--- src/rtl/scl_sync_pkg.sv ---
package scl_sync_pkg;
   typedef enum logic [1:0] {
      PH_IDLE = 2'd0,
      PH_LOW  = 2'd1,
      PH_WAIT = 2'd2,
      PH_HIGH = 2'd3
   } scl_phase_e;
endpackage

--- src/rtl/scl_line_sense.sv ---
// Brings the shared clock wire into the system clock domain and flags its
// falling edge.
module scl_line_sense #(
   parameter int STAGES = 2
) (
   input  logic clk,
   input  logic rst_n,
   input  logic line_raw,
   output logic line_q,
   output logic line_fall
);
   localparam int LAST = STAGES - 1;

   initial assert (STAGES >= 2) else $error("scl_line_sense: STAGES must be at least 2");

   logic [STAGES-1:0] chain;
   logic              prev;

   genvar gi;
   generate
      for (gi = 0; gi < STAGES; gi++) begin : g_stage
         if (gi == 0) begin : g_first
            always_ff @(posedge clk or negedge rst_n) begin
               if (!rst_n) chain[gi] <= 1'b1;
               else        chain[gi] <= line_raw;
            end
         end else begin : g_next
            always_ff @(posedge clk or negedge rst_n) begin
               if (!rst_n) chain[gi] <= 1'b1;
               else        chain[gi] <= chain[gi-1];
            end
         end
      end
   endgenerate

   always_ff @(posedge clk or negedge rst_n) begin
      if (!rst_n) prev <= 1'b1;
      else        prev <= chain[LAST];
   end

   assign line_q    = chain[LAST];
   assign line_fall = prev & ~chain[LAST];
endmodule

--- src/rtl/scl_phase_counter.sv ---
// Down counter for one phase. It is loaded at the start of a phase and
// flags its final cycle.
module scl_phase_counter #(
   parameter int CW = 16
) (
   input  logic          clk,
   input  logic          rst_n,
   input  logic          load,
   input  logic [CW-1:0] load_val,
   input  logic          run,
   input  logic          clear,
   output logic          last
);
   localparam logic [CW-1:0] ONE  = CW'(1);
   localparam logic [CW-1:0] ZERO = '0;

   initial assert (CW >= 2) else $error("scl_phase_counter: CW must be at least 2");

   logic [CW-1:0] cnt;

   always_ff @(posedge clk or negedge rst_n) begin
      if (!rst_n)                  cnt <= ZERO;
      else if (clear)              cnt <= ZERO;
      else if (load)               cnt <= load_val;
      else if (run && cnt != ZERO) cnt <= cnt - ONE;
   end

   assign last = (cnt == ONE);
endmodule

--- src/rtl/scl_phase_ctrl.sv ---
// Phase controller: timed low, wait for the wire to rise, timed high.
module scl_phase_ctrl
   import scl_sync_pkg::*;
#(
   parameter int CW = 16
) (
   input  logic          clk,
   input  logic          rst_n,
   input  logic          enable,
   input  logic          yield_bus,
   input  logic [CW-1:0] low_count,
   input  logic [CW-1:0] high_count,
   input  logic          line_q,
   input  logic          line_fall,
   input  logic          cnt_last,
   output logic          cnt_load,
   output logic [CW-1:0] cnt_load_val,
   output logic          cnt_run,
   output logic          cnt_clear,
   output logic          pull_low,
   output logic          sample_stb,
   output logic          change_stb
);
   localparam logic [CW-1:0] MIN_COUNT = CW'(2);

   scl_phase_e st, st_nxt;
   logic       go_low, go_high;

   always_comb begin
      st_nxt       = st;
      cnt_load     = 1'b0;
      cnt_load_val = low_count;
      go_low       = 1'b0;
      go_high      = 1'b0;
      if (yield_bus) begin
         st_nxt = PH_IDLE;
      end else begin
         case (st)
            PH_IDLE: begin
               if (enable) begin
                  st_nxt   = PH_LOW;
                  cnt_load = 1'b1;
                  go_low   = 1'b1;
               end
            end
            PH_LOW: begin
               if (cnt_last) st_nxt = PH_WAIT;
            end
            PH_WAIT: begin
               if (line_q) begin
                  st_nxt       = PH_HIGH;
                  cnt_load     = 1'b1;
                  cnt_load_val = high_count;
                  go_high      = 1'b1;
               end
            end
            PH_HIGH: begin
               if (cnt_last || line_fall) begin
                  if (enable) begin
                     st_nxt   = PH_LOW;
                     cnt_load = 1'b1;
                     go_low   = 1'b1;
                  end else begin
                     st_nxt = PH_IDLE;
                  end
               end
            end
            default: st_nxt = PH_IDLE;
         endcase
      end
   end

   always_ff @(posedge clk or negedge rst_n) begin
      if (!rst_n) begin
         st         <= PH_IDLE;
         sample_stb <= 1'b0;
         change_stb <= 1'b0;
      end else begin
         st         <= st_nxt;
         sample_stb <= go_high;
         change_stb <= go_low;
      end
   end

   assign cnt_run   = ((st == PH_LOW) || (st == PH_HIGH)) && !yield_bus;
   assign cnt_clear = yield_bus;
   assign pull_low  = (st == PH_LOW) && !yield_bus;


   yield_idle_chk: assert property (@(posedge clk) disable iff (!rst_n)
      yield_bus |=> (st == PH_IDLE));


   wait_hold_chk: assert property (@(posedge clk) disable iff (!rst_n)
      (st == PH_WAIT && !line_q && !yield_bus) |=> (st == PH_WAIT));


   high_entry_chk: assert property (@(posedge clk) disable iff (!rst_n)
      (st == PH_HIGH && $past(st) != PH_HIGH) |-> $past(line_q));


   fall_restart_chk: assert property (@(posedge clk) disable iff (!rst_n)
      (st == PH_HIGH && line_fall && enable && !yield_bus) |=> (st == PH_LOW));


   cfg_min_chk: assert property (@(posedge clk) disable iff (!rst_n)
      (st == PH_IDLE && enable && !yield_bus) |-> (low_count >= MIN_COUNT));
endmodule

--- src/rtl/scl_clock_sync.sv ---
// Serial clock generator for a wire shared by several masters.
module scl_clock_sync #(
   parameter int CNT_W       = 16,
   parameter int SYNC_STAGES = 2
) (
   input  logic             clk,
   input  logic             rst_n,
   input  logic             enable,
   input  logic             yield_bus,
   input  logic [CNT_W-1:0] low_count,
   input  logic [CNT_W-1:0] high_count,
   input  logic             scl_in,
   output logic             scl_pull_low,
   output logic             sample_stb,
   output logic             change_stb
);
   logic             line_q, line_fall;
   logic             cnt_load, cnt_run, cnt_clear, cnt_last;
   logic [CNT_W-1:0] cnt_load_val;

   scl_line_sense #(.STAGES(SYNC_STAGES)) u_sense (
      .clk       (clk),
      .rst_n     (rst_n),
      .line_raw  (scl_in),
      .line_q    (line_q),
      .line_fall (line_fall)
   );

   scl_phase_counter #(.CW(CNT_W)) u_count (
      .clk      (clk),
      .rst_n    (rst_n),
      .load     (cnt_load),
      .load_val (cnt_load_val),
      .run      (cnt_run),
      .clear    (cnt_clear),
      .last     (cnt_last)
   );

   scl_phase_ctrl #(.CW(CNT_W)) u_ctrl (
      .clk          (clk),
      .rst_n        (rst_n),
      .enable       (enable),
      .yield_bus    (yield_bus),
      .low_count    (low_count),
      .high_count   (high_count),
      .line_q       (line_q),
      .line_fall    (line_fall),
      .cnt_last     (cnt_last),
      .cnt_load     (cnt_load),
      .cnt_load_val (cnt_load_val),
      .cnt_run      (cnt_run),
      .cnt_clear    (cnt_clear),
      .pull_low     (scl_pull_low),
      .sample_stb   (sample_stb),
      .change_stb   (change_stb)
   );


   change_pull_chk: assert property (@(posedge clk) disable iff (!rst_n)
      (change_stb && !yield_bus) |-> scl_pull_low);


   sample_quiet_chk: assert property (@(posedge clk) disable iff (!rst_n)
      sample_stb |-> !scl_pull_low);
endmodule

--- config.mk ---
export PLATFORM = sky130hd
export DESIGN_NAME = scl_clock_sync
export DESIGN_NICKNAME = d
export VERILOG_FILES = /design/src/rtl/scl_sync_pkg.sv /design/src/rtl/scl_line_sense.sv /design/src/rtl/scl_phase_counter.sv /design/src/rtl/scl_phase_ctrl.sv /design/src/rtl/scl_clock_sync.sv
export SDC_FILE = /design/constraint.sdc
export NUM_CORES = 1
export LEC_CHECK = 0
export ABC_AREA = 1
export ABC_CLOCK_PERIOD_IN_PS = 5600
export BUFFER_PORTS_ARGS = -buffer_cell sky130_fd_sc_hd__buf_2
export CAP_MARGIN = 20
export CORE_ASPECT_RATIO = 0.6
export CORE_MARGIN = 10
export CORE_UTILIZATION = 37
export DETAILED_ROUTE_END_ITERATION = 12
export SLEW_MARGIN = 0
export SYNTH_ARGS = -nofsm -noshare
export SYNTH_HDL_FRONTEND = slang
export SYNTH_SLANG_ARGS = --single-unit
--- constraint.sdc ---
create_clock -name clk -period 5.6 [get_ports clk]
set_clock_uncertainty 0.05 [all_clocks]
set_input_delay 1.12 -clock clk [delete_from_list [all_inputs] [get_ports clk]]
set_output_delay 1.12 -clock clk [all_outputs]
set_load 0.03 [all_outputs]
Word-level counts from Yosys, hierarchy flattened
Cells that the tools add are included.
{"block": "totals", "register_bits": 23, "in_bits": 37, "out_inout_bits": 3, "word_cells": 49}
{"block": "classes", "n_addsub": 1, "eq_ne": 8, "mux": 21, "bitwise_logic": 2, "reduce_logical": 10}
{"cell": "$mux W16", "n": 5}
{"cell": "$eq A16 B1 Y1 const B", "n": 1}
{"cell": "$reduce_bool A16 Y1", "n": 1}
{"cell": "$sub A16 B1 Y16 const B", "n": 1}
{"cell": "$mux W2", "n": 5}
{"cell": "$mux W1", "n": 8}
{"cell": "$pmux W2 S4", "n": 1}
{"cell": "$ne A3 B2 Y1 const B", "n": 2}
{"cell": "$ne A3 B3 Y1 const B", "n": 2}
{"cell": "$eq A2 B2 Y1 const B", "n": 2}
{"cell": "$reduce_and A4 Y1", "n": 1}
{"cell": "$logic_and A1 B1 Y1", "n": 3}
{"cell": "$pmux W1 S3", "n": 1}
{"cell": "$reduce_bool A3 Y1", "n": 1}
{"cell": "$eq A2 B1 Y1 const B", "n": 1}
{"cell": "$logic_not A2 Y1", "n": 1}
{"cell": "$logic_or A1 B1 Y1", "n": 2}
{"cell": "$pmux W1 S2", "n": 1}
{"cell": "$and A1 B1 Y1", "n": 1}
{"cell": "$logic_not A1 Y1", "n": 1}
{"cell": "$not A1 Y1", "n": 1}

Longest topological paths before layout
Gate-level depths: netlist (run 1).
{"block": "depth", "word_depth": 8, "depth_mapped": 14, "ltp_nobuf": 13}

Modules after synthesis
From an unflattened synthesis (run 1), not the netlist that was laid out.
{"block": "hier_totals", "cells_unflattened": 303, "hier_area_um2": 1916.8}
{"module": "scl_phase_counter", "instances": 1, "cells_per_inst": 195, "area_each_um2": 1265.0, "seq_area_each_um2": 400.4}
{"module": "scl_phase_ctrl", "instances": 1, "cells_per_inst": 103, "area_each_um2": 563.0, "seq_area_each_um2": 100.1}
{"module": "scl_line_sense", "instances": 1, "cells_per_inst": 5, "area_each_um2": 88.8, "seq_area_each_um2": 78.8}

Worst setup path before layout (run 1)
OpenSTA, ideal clock, no wires.
{"block": "synth_timing", "path_type": "input-to-output", "from": "input yield_bus", "to": "output scl_pull_low", "arrival_ps": 1720, "t_required_ps": 4430, "setup_slack_ps": 2710, "cell_stages": 2, "path_buffers": 1, "path_cell_list": "buf_2 -> nor2_1"}
{"block": "synth_via", "elab_chain_cells": 2}
{"element": "from (decl)", "line_no": "scl_clock_sync.sv:9", "source": "input logic yield_bus,"}
{"element": "$logic_not A1 Y1", "line_no": "scl_phase_ctrl.sv:87", "source": "assign pull_low = (st == PH_LOW) && !yield_bus;"}
{"element": "$logic_and A1 B1 Y1", "line_no": "scl_phase_ctrl.sv:87"}
{"element": "to (decl)", "line_no": "scl_clock_sync.sv:13", "source": "output logic scl_pull_low,"}
No other way between the ends.

Final worst setup path (run 1)
{"block": "layout_timing", "from": "register u_ctrl.st[0]", "to": "register u_count.cnt[12]"}
{"block": "layout_via", "elab_chain_cells": 5, "elab_cells_between_ends": 13, "cone_classes": "3 x eq/ne; 5 x mux; 5 x reduce/logical"}
{"element": "from (decl)", "line_no": "scl_phase_ctrl.sv:26", "source": "scl_phase_e st, st_nxt;"}
{"element": "from (signal assigned)", "line_no": "scl_phase_ctrl.sv:79", "source": "st <= st_nxt;"}
{"element": "$eq A2 B2 Y1 (tied with other cells)", "line_no": "scl_phase_ctrl.sv:38, scl_phase_ctrl.sv:85"}
{"element": "$pmux W1 S3 or $logic_or A1 B1 Y1 (tied branches)", "line_no": "scl_phase_ctrl.sv:38, scl_phase_ctrl.sv:85"}
{"element": "$mux W1 or $logic_and A1 B1 Y1 (tied branches)", "line_no": "scl_phase_ctrl.sv:35, scl_phase_ctrl.sv:85"}
{"element": "$mux W16 or $logic_and A1 B1 Y1 (tied branches)", "line_no": "scl_phase_counter.sv:24, scl_phase_counter.sv:25"}
{"element": "$mux W16 or $reduce_bool A3 Y1 (tied branches)"}
{"element": "to (signal assigned)", "line_no": "scl_phase_counter.sv:24", "source": "else if (load) cnt <= load_val;"}
{"element": "to (signal assigned)", "line_no": "scl_phase_counter.sv:25", "source": "else if (run && cnt != ZERO) cnt <= cnt - ONE;"}
{"element": "to (decl)", "line_no": "scl_phase_counter.sv:19", "source": "logic [CW-1:0] cnt;"}
Several ways; a longest one is shown, not always the timed one.
A chain may end at the register's enable or synchronous reset.

==> results.py, run 1 <==
metrics = {
    "logic_synthesis": {
        "synth_top_family_by_area": "simple AND/OR/NAND/NOR gates",
        "synth-seq-cells": 23,
        "muxShareOfSynthArea_pct": 10.0,
        "syn-cell-area_sq_mm": 0.00180,
        "synthAdderAreaFrac_pct": 4.87,
        "yosysWarnings": 0,
        "synth_common_cells": "96 x nand2_1, 20 x dfrtp_1, 20 x nand3_1",
        "dominantRegCellSynth": "dfrtp_1",
        "synth_top_area_share_pct": 27.8,
        "synth_area_leaders": "dfrtp_1 28%, nand2_1 20%, mux2_2 10%, nand3_1 5.6%, ha_1 4.9%",
        "synthXorXnorAreaFrac_pct": 6.33,
        "synth-simple-area-share_pct": 37.9,
        "synth_top_cell_by_area": "dfrtp_1",
        "synth-seq-area-share_pct": 32.2,
        "syn_nets": 283,
        "synth.most_common_cell": "nand2_1",
        "synthArstFlopShare_pct": 100,
        "synth.distinct_cells": 28,
        "syn_avg_cell_area_sq_um": 7.53,
        "synth-edff-count": 0,
        "syn_inst": 239,
        "synth-compound-area-share_pct": 4.17,
    },
    "clock_tree": {
        "ctsHoldBuffers": 0,
        "clock_sinks": 23,
        "cts-buffers-inserted": 3,
        "path_clk_slew_ns": 0.09,
        "cts_setup_buffers": 0,
        "worstSkewPairLatency_ns": 0.27,
        "post_cts_resize_count": 0,
        "clockBufferDepth": 2,
        "cts_tree": "yes",
        "root_buffer": "clkbuf_8",
        "htreeDepth": 1,
    },
    "global_route": {
        "grt_max_degree": 24,
        "grt_antenna_before_repair": 0,
        "grt_pass1_wl_mm": 7.75,
        "grt_use_total_pct": 11.7,
        "grt_pass1_vias": 1634,
        "grt_overflow": 0,
    },
    "sta": {
        "tightest_slew_ns": 0.921,
        "period_minus_slack_ns": 2.81,
        "fmax_mhz": 356,
        "final-hold-violation-count": 0,
        "tns_ns": 0,
        "rsz0062_at_grt": "false",
        "hold_ws_ns": 0.312,
        "setup_viol": 0,
        "period_share_pct": 50.2,
        "slew_violations": 0,
        "slew_headroom_pct": 38.6,
        "timing.final.ws_setup_ns": 2.79,
    },
    "route": {
        "wl_per_cell_um": 13.0,
        "postRouteAntennaNets": 0,
        "wl_mm": 4.41,
        "drtIter0Drc": 70,
        "vias": 1599,
        "drc": 0,
        "firstDrtPassIters": 4,
        "avgViaCountPerCell": 4.73,
    },
    "finish": {
        "design_area_sq_mm": 0.00208,
        "n_fill_cell": 486,
        "drive_above_1_share_pct": 29.8,
        "syn_to_final_growth_pct": 15.6,
        "antenna_cells": 0,
        "nets": 320,
    },
    "placement": {
        "port_buffers": 39,
        "dp_hpwl_mm": 3.25,
        "placed_area_sq_mm": 0.00203,
        "dp_slack_ns": 2.53,
        "gp_congestion": 0.827,
    },
    "critical_path": {
        "cp.arrival_ns": 2.98,
        "rrSetupSlack_ns": 2.79,
        "cp-end-kind": "flip-flop",
        "worstReg2RegStart": "u_ctrl.st[0]$_DFFE_PN0P_",
        "worst_setup_path_start_kind": "flip-flop",
        "rr_endpoint": "u_count.cnt[12]$_DFFE_PN0P_",
        "worstPathMaxFanout": 18,
        "worst_ep_required_time_ns": 5.77,
        "path_class": "flip-flop to flip-flop",
        "reg2reg_depth": 8,
    },
    "die": {
        "dieHeight_um": 74.0,
        "num_rows": 19,
        "ios": 40,
        "dieArea_sq_mm": 0.00814,
        "core_area_sq_mm": 0.00464,
        "initial_core_util_pct": 38.8,
        "die_width_um": 110,
    },
    "power": {
        "leakage_nw": 1.15,
        "powerDensity_mw_per_mm2": 516,
        "ir_drop_mv": 0.156,
    },
    "hold_path": {
        "hold_depth": 0,
        "hold_class": "flip-flop to flip-flop",
        "min_from": "u_sense.chain[0]$_DFF_PN1_",
        "holdPathEnd": "u_sense.line_q$_DFF_PN1_",
    },
    "outcome": {
        "outcome": "finished clean",
    },
    "run": {
        "max_cap_viol_count": 0,
    },
}
-- how the worst max path moves through the flow --
stage | slack (ns) | from | end
6_report | 2.79 | u_ctrl.st[0]$_DFFE_PN0P_ | u_count.cnt[12]$_DFFE_PN0P_
5_1_grt | 2.54 | u_ctrl.st[0]$_DFFE_PN0P_ | u_count.cnt[5]$_DFFE_PN0P_
4_1_cts | 2.75 | u_ctrl.st[0]$_DFFE_PN0P_ | u_count.cnt[12]$_DFFE_PN0P_
2_1_floorplan | 2.71 | yield_bus | scl_pull_low
3_5_place_dp | 2.53 | yield_bus | u_count.cnt[12]$_DFFE_PN0P_
3_3_place_gp | 2.57 | yield_bus | u_count.cnt[12]$_DFFE_PN0P_
-- metal layers --
layer | track usage [%] | vias to the layer above | part of all wire (%)
li1 | - | 837 | -
met3 | 3.54 | 4 | 6.9
met4 | 2.16 | 0 | 0.50
met1 | 15.6 | 722 | 51
met5 | 0 | - | 0
met2 | 18.5 | 36 | 42
-- logic make-up after synthesis --
family / after synthesis
buffers and inverters: 18
DFF: 23
and+or+nand+nor: 153
adders and majority gates: 7
muxes: 16
AOI/OAI and AO/OA: 9
xor gates and xnor gates: 13
-- critical path, stage by stage (launching register included) --
cell and delay [ns]:
dfrtp_1 0.43, inv_1 0.15, ha_1 0.20, nand2_1 0.53, nand3_4 0.50, nand2_4 0.21, a21oi_4 0.48, nand2_1 0.12
nand2_1 0.08
-- power breakdown --
part	switching, mW	leakage [nW]	internal [mW]	total [mW]
Combinational	0.408	0.827	0.263	0.671
Clock	0.0586	0.0255	0.0498	0.108
Sequential	0.0682	0.298	0.226	0.294
-- cell usage in the layout (no fill, tap or decap), types with 3 or more instances in the layout --
cell / count
nand3_1: 20
buf_2: 39
dfstp_2: 3
o21ai_0: 3
dfrtp_1: 20
ha_1: 7
nor2_2: 6
nand2_1: 96
inv_1: 11
xor2_1: 9
nor2_1: 14
clkbuf_8: 3
mux2_2: 16
xnor2_1: 4
nand2_2: 6
-- flip-flops by register name (all words and copies together), names as in the netlist --
register and count:
u_sense.line_q 1, u_sense.prev 1, u_sense.chain 1, u_ctrl.change_stb 1, u_ctrl.sample_stb 1, u_ctrl.st 2
u_count.cnt 16
-- stage by stage --
step / instances / utilization (%) / total power [mW]
after detailed placement: 334 / 43.9 / 0.967
after CTS: 338 / 44.9 / 1.08
after global routing: 338 / 44.9 / 1.20
after global placement: 334 / 43.9 / 0.960
final: 338 / 44.9 / 1.07
after floorplan: 239 / - / 0.839
-- cell type report --
| type | count | area, sq um | share of cell area [%] |
|---|---|---|---|
| multi-input combinational | 198 | 1140 | 54.8 |
| sequential | 23 | 579 | 27.9 |
| timing repair buffer | 39 | 195 | 9.39 |
| tap | 63 | 78.8 | 3.79 |
| clock buffer | 3 | 41.3 | 1.99 |
| inverter | 11 | 41.3 | 1.99 |
| clock inverter | 1 | 5.00 | 0.241 |
Note: power is estimated with default switching activity, not from simulation.
==> inputs of run 2 (changes only) <==
- ABC_CLOCK_PERIOD_IN_PS: 5600 -> 2900
- clock period: 5.6 -> 2.9 ns (I/O delays scaled with it)
==> run 2 against run 1 <==
  * Worst hold slack lost 0.084 ns
  * Clock power up 89%
  * Critical path type unchanged
  * Power increased by 93%
==> results.py, run 2 (synthesized netlist as in run 1, its figures left out) <==
metrics = {
    "power": {
        "leakage_nw": 1.16,
        "ir_drop_mv": 0.282,
        "powerDensity_mw_per_mm2": 991,
    },
    "critical_path": {
        "worst_setup_path_start_kind": "flip-flop",
        "worst_ep_required_time_ns": 3.06,
        "worstPathMaxFanout": 18,
        "rr_endpoint": "u_count.cnt[3]$_DFFE_PN0P_",
        "rrSetupSlack_ns": 0.73,
        "reg2reg_depth": 12,
        "cp.arrival_ns": 2.33,
        "crit_slowest_cell": "a21oi_4",
        "crit_path_start": "u_count.cnt[1]$_DFFE_PN0P_",
        "cp-end-kind": "flip-flop",
        "critical-path-max-stage-delay_ns": 0.43,
        "worstReg2RegStart": "u_count.cnt[1]$_DFFE_PN0P_",
        "endpoint": "u_count.cnt[3]$_DFFE_PN0P_",
        "cpMostUsedCell": "nand2_2",
        "crit_chain": "inv_1, ha_1, nand2_2, nor2_2, nand2_2, nand2_2, nand2_2, nand3_4, nand2_4, a21oi_4, nand2_1, nand2_1",
        "path_class": "flip-flop to flip-flop",
    },
    "finish": {
        "top_regs": "u_count.cnt x16, u_ctrl.st x2",
        "register_area_sq_um": 579,
        "nets": 322,
        "drive_above_1_share_pct": 30.0,
        "multi_input_area_sq_mm": 0.00114,
        "layout_commonest_cell": "nand2_1",
        "n_fill_cell": 478,
        "largest-register": "u_count.cnt",
        "layout_common_cells": "96 x nand2_1, 39 x buf_2, 20 x nand3_1, 20 x dfrtp_1, 16 x mux2_2",
        "antenna_cells": 0,
        "syn_to_final_growth_pct": 16.3,
        "largest_reg_flops": 16,
    },
    "global_route": {
        "grt_use_total_pct": 11.6,
        "grt_antenna_before_repair": 0,
        "grt_max_degree": 24,
        "grt_pass1_wl_mm": 7.73,
        "grt_overflow": 0,
        "grt_pass1_vias": 1568,
    },
    "die": {
        "die_width_um": 110,
        "num_rows": 19,
        "dieArea_sq_mm": 0.00814,
        "core_area_sq_mm": 0.00464,
        "initial_core_util_pct": 38.8,
        "dieHeight_um": 74.0,
        "ios": 40,
    },
    "hold_path": {
        "hold_class": "primary input to async pin",
    },
    "placement": {
        "port_buffers": 39,
        "dp_hpwl_mm": 3.33,
        "dp_slack_ns": 0.712,
        "gp_congestion": 0.851,
    },
    "clock_tree": {
        "clockBufferDepth": 2,
        "ctsHoldBuffers": 0,
        "post_cts_resize_count": 0,
        "root_buffer": "clkbuf_8",
        "cts_tree": "yes",
        "htreeDepth": 1,
        "path_clk_slew_ns": 0.09,
        "clock_sinks": 23,
        "cts-buffers-inserted": 3,
        "worstSkewPairLatency_ns": 0.27,
        "cts_setup_buffers": 0,
    },
    "sta": {
        "tightest_slew_ns": 0.540,
        "final-hold-violation-count": 0,
        "hold_ws_ns": 0.229,
        "tns_ns": 0,
        "slew_headroom_pct": 64.0,
        "timing.final.ws_setup_ns": 0.730,
        "period_share_pct": 74.8,
        "rsz0062_at_grt": "false",
        "fmax_mhz": 461,
        "slew_violations": 0,
        "period_minus_slack_ns": 2.17,
        "setup_viol": 0,
    },
    "route": {
        "avgViaCountPerCell": 4.52,
        "drtIter0Drc": 75,
        "vias": 1538,
        "firstDrtPassIters": 4,
        "postRouteAntennaNets": 0,
        "wl_mm": 4.33,
        "wl_per_cell_um": 12.7,
        "drc": 0,
    },
    "outcome": {
        "outcome": "finished clean",
    },
    "run": {
        "max_cap_viol_count": 0,
    },
}
-- run 2: layout make-up --
class,instances,area share [%]
repair buffers,41,10.0
flip-flops and latches,23,27.7
clock buffers,4,2.15
inverters,11,1.97
multi-input cells,198,54.4
well taps,63,3.77
-- run 2: power breakdown --
| group | internal, mW | switching (mW) |
|---|---|---|
| Combinational | 0.514 | 0.782 |
| Clock | 0.0983 | 0.106 |
| Sequential | 0.436 | 0.138 |
| Total | 1.05 | 1.03 |
-- run 2: stage by stage --
| stage | cell area (sq um) | std cells | utilization, % | total power, mW |
|---|---|---|---|---|
| after floorplan | 1800 | 239 | - | 1.62 |
| after detailed placement | 2050 | 336 | 44.2 | 1.87 |
| after CTS | 2090 | 340 | 45.2 | 2.09 |
| after global routing | 2090 | 340 | 45.2 | 2.34 |
| after global placement | 2050 | 336 | 44.2 | 1.88 |
| final | 2090 | 340 | 45.2 | 2.07 |
-- run 2: how the worst min path moves through the flow --
| stage | startpoint | to | slack [ns] | depth (start not counted) |
|---|---|---|---|---|
| 3_5_place_dp | u_sense.chain[0]$_DFF_PN1_ | u_sense.line_q$_DFF_PN1_ | 0.30 | 0 |
| 4_1_cts | rst_n | u_count.cnt[4]$_DFFE_PN0P_ | 0.25 | 1 |
| 3_3_place_gp | u_sense.chain[0]$_DFF_PN1_ | u_sense.line_q$_DFF_PN1_ | 0.30 | 0 |
| 5_1_grt | rst_n | u_count.cnt[5]$_DFFE_PN0P_ | 0.27 | 1 |
| 6_report | rst_n | u_count.cnt[4]$_DFFE_PN0P_ | 0.23 | 1 |
| 2_1_floorplan | rst_n | u_count.cnt[0]$_DFFE_PN0P_ | 0.23 | 0 |
-- run 2: worst max-delay path, delay by kind of cell (launching register included) --
| kind | cells | cell delay, ns |
|---|---|---|
| DFF | 1 | 0.40 |
| adders and majority gates | 1 | 0.17 |
| buffers and inverters | 1 | 0.10 |
| AOI/OAI and AO/OA | 1 | 0.43 |
| and+or+nand+nor | 9 | 0.93 |
-- run 2: routing by layer --
metal	vias to the layer above	share of wire, %	track usage [%]
met3	3	8.1	3.36
met2	46	40	17.4
met5	-	0	0
met1	651	52	16.4
met4	0	0.28	1.72
li1	838	-	-
==> inputs of run 3 (changes only) <==
- ABC_CLOCK_PERIOD_IN_PS: 2900 -> 1800
- clock period: 2.9 -> 1.8 ns (I/O delays scaled with it)
==> run 3 against run 2 <==
  * The flow now finishes with violations (negative setup slack)
  * Wire length is 26% higher
  * Sequential share of layout area is 5.4 points lower
  * Utilization is 11 points higher
  * Register-to-register slack worse by 0.78 ns
  * Via count is 16% higher
  * Critical path type unchanged
  * Highest routed layer unchanged
==> results.py, run 3 (synthesized netlist as in run 1, its figures left out) <==
metrics = {
    "finish": {
        "largest_reg_flops": 16,
        "layout_commonest_cell": "nand2_1",
        "antenna_cells": 0,
        "design_area_sq_mm": 0.00261,
        "layout_common_cells": "77 x nand2_1, 38 x buf_2, 29 x buf_4, 20 x nand2_2, 20 x nand3_1",
        "final_cells": 375,
        "nets": 357,
        "syn_to_final_growth_pct": 44.8,
        "largest-register": "u_count.cnt",
        "drive_above_1_share_pct": 49.0,
        "top_regs": "u_count.cnt x16, u_ctrl.st x2",
        "fin_util_pct": 56.2,
    },
    "global_route": {
        "grt_pass1_wl_mm": 7.65,
        "grt_max_degree": 24,
        "grt_pass1_vias": 1598,
        "grt_antenna_before_repair": 0,
        "grt_use_total_pct": 11.6,
        "grt_overflow": 0,
    },
    "clock_tree": {
        "ctsHoldBuffers": 0,
        "root_buffer": "clkbuf_8",
        "worstSkewPairLatency_ns": 0.28,
        "clockBufferDepth": 2,
        "cts_tree": "yes",
        "cts-buffers-inserted": 3,
        "clock_sinks": 23,
        "htreeDepth": 1,
        "path_clk_slew_ns": 0.09,
    },
    "sta": {
        "timing.final.ws_setup_ns": -0.0515,
        "slew_violations": 0,
        "slew_headroom_pct": 64.0,
        "fmax_mhz": 540,
        "tightest_slew_ns": 0.540,
        "final-hold-violation-count": 0,
        "period_minus_slack_ns": 1.85,
        "hold_ws_ns": 0.00173,
        "period_share_pct": 103,
        "setup_viol": 16,
        "rsz0062_at_grt": "true",
    },
    "critical_path": {
        "worst_setup_path_start_kind": "flip-flop",
        "worstPathMaxFanout": 16,
        "cp-end-kind": "flip-flop",
        "cp.arrival_ns": 2.02,
        "path_class": "flip-flop to flip-flop",
        "worst_ep_required_time_ns": 1.97,
    },
    "placement": {
        "dp.cells": 356,
        "placed_area_sq_mm": 0.00225,
        "port_buffers": 39,
        "dp_hpwl_mm": 3.55,
        "gp_congestion": 0.796,
    },
    "power": {
        "leakage_nw": 1.39,
        "ir_drop_mv": 0.664,
        "powerDensity_mw_per_mm2": 1780,
    },
    "route": {
        "firstDrtPassIters": 4,
        "postRouteAntennaNets": 0,
        "avgViaCountPerCell": 4.77,
        "wl_per_cell_um": 14.5,
        "drc": 0,
        "vias": 1789,
        "drtIter0Drc": 85,
        "wl_mm": 5.44,
    },
    "die": {
        "ios": 40,
        "num_rows": 19,
        "dieArea_sq_mm": 0.00814,
        "initial_core_util_pct": 38.8,
        "core_area_sq_mm": 0.00464,
        "die_width_um": 110,
        "dieHeight_um": 74.0,
    },
    "outcome": {
        "violations": "negative setup slack",
        "outcome": "finished with violations",
    },
    "hold_path": {
        "hold_class": "primary input to async pin",
    },
    "run": {
        "max_cap_viol_count": 0,
    },
}
-- run 3: cell count changes in the layout (fill, tap and decap cells not counted), sizes merged --
cell    change
clkbuf      +3
clkinv      +1
buf        +31
-- run 3: where the power goes --
part / switching, mW / internal, mW
logic: 1.82 / 1.61
clock network: 0.190 / 0.155
registers: 0.171 / 0.705
total: 2.18 / 2.47
-- run 3: per-layer routing --
metal | share of wire, % | track usage (%) | up-vias
li1 | - | - | 906
met3 | 5.5 | 3.02 | 7
met5 | 0 | 0 | -
met2 | 47 | 18.1 | 44
met1 | 47 | 15.8 | 832
met4 | 0.70 | 2.59 | 0
-- run 3: worst paths after layout --
check	endpoint	cells after the start	from	slack, ns
min	u_ctrl.sample_stb$_DFF_PN0_	1	rst_n	0.002
max in group asynchronous	u_count.cnt[0]$_DFFE_PN0P_	1	rst_n	1.30
min in group clk	u_sense.chain[0]$_DFF_PN1_	1	scl_in	0.12
min reg2reg	u_sense.line_q$_DFF_PN1_	0	u_sense.chain[0]$_DFF_PN1_	0.31
max	u_count.cnt[13]$_DFFE_PN0P_	12	u_count.cnt[8]$_DFFE_PN0P_	-0.05
max reg2reg	u_count.cnt[13]$_DFFE_PN0P_	12	u_count.cnt[8]$_DFFE_PN0P_	-0.05
-- run 3: final cells by class --
cell class / count / area [sq um]
inverters: 11 / 41.3
multi-input cells: 198 / 1280
clock inverters: 1 / 5.00
flip-flops and latches: 23 / 581
fillers: 419 / 2030
repair buffers: 76 / 582
well taps: 63 / 78.8
clock buffers: 3 / 41.3
-- run 3: repair_timing --
item | in CTS | in global routing
endpoints found under the setup margin | 6 | 17
cloned | 0 | 3
buffers inserted | 3 | 9
pin swaps | 0 | 13
resized for setup | 1 | 43
-- run 3: stage by stage --
step,power [mW],setup slack [ns],TNS [ns]
2_1_floorplan,2.62,0.0194,0
3_3_place_gp,3.45,-0.00397,-0.00623
3_5_place_dp,3.45,0.00174,0
4_1_cts,3.84,0.00240,0
5_1_grt,5.02,-0.157,-2.11
6_report,4.65,-0.0515,-0.599
-- run 3: worst max-delay path, cell delays in order, from the launching register on --
cell and delay, ns:
dfrtp_1 0.44, nor2_2 0.17, nand2_1 0.08, nor2_2 0.18, nand2_2 0.10, nand2_2 0.07
nand2_2 0.07, nand3_4 0.11, nand2_8 0.09, a21oi_4 0.15, buf_12 0.16, nand2_1 0.07
nand2_1 0.06
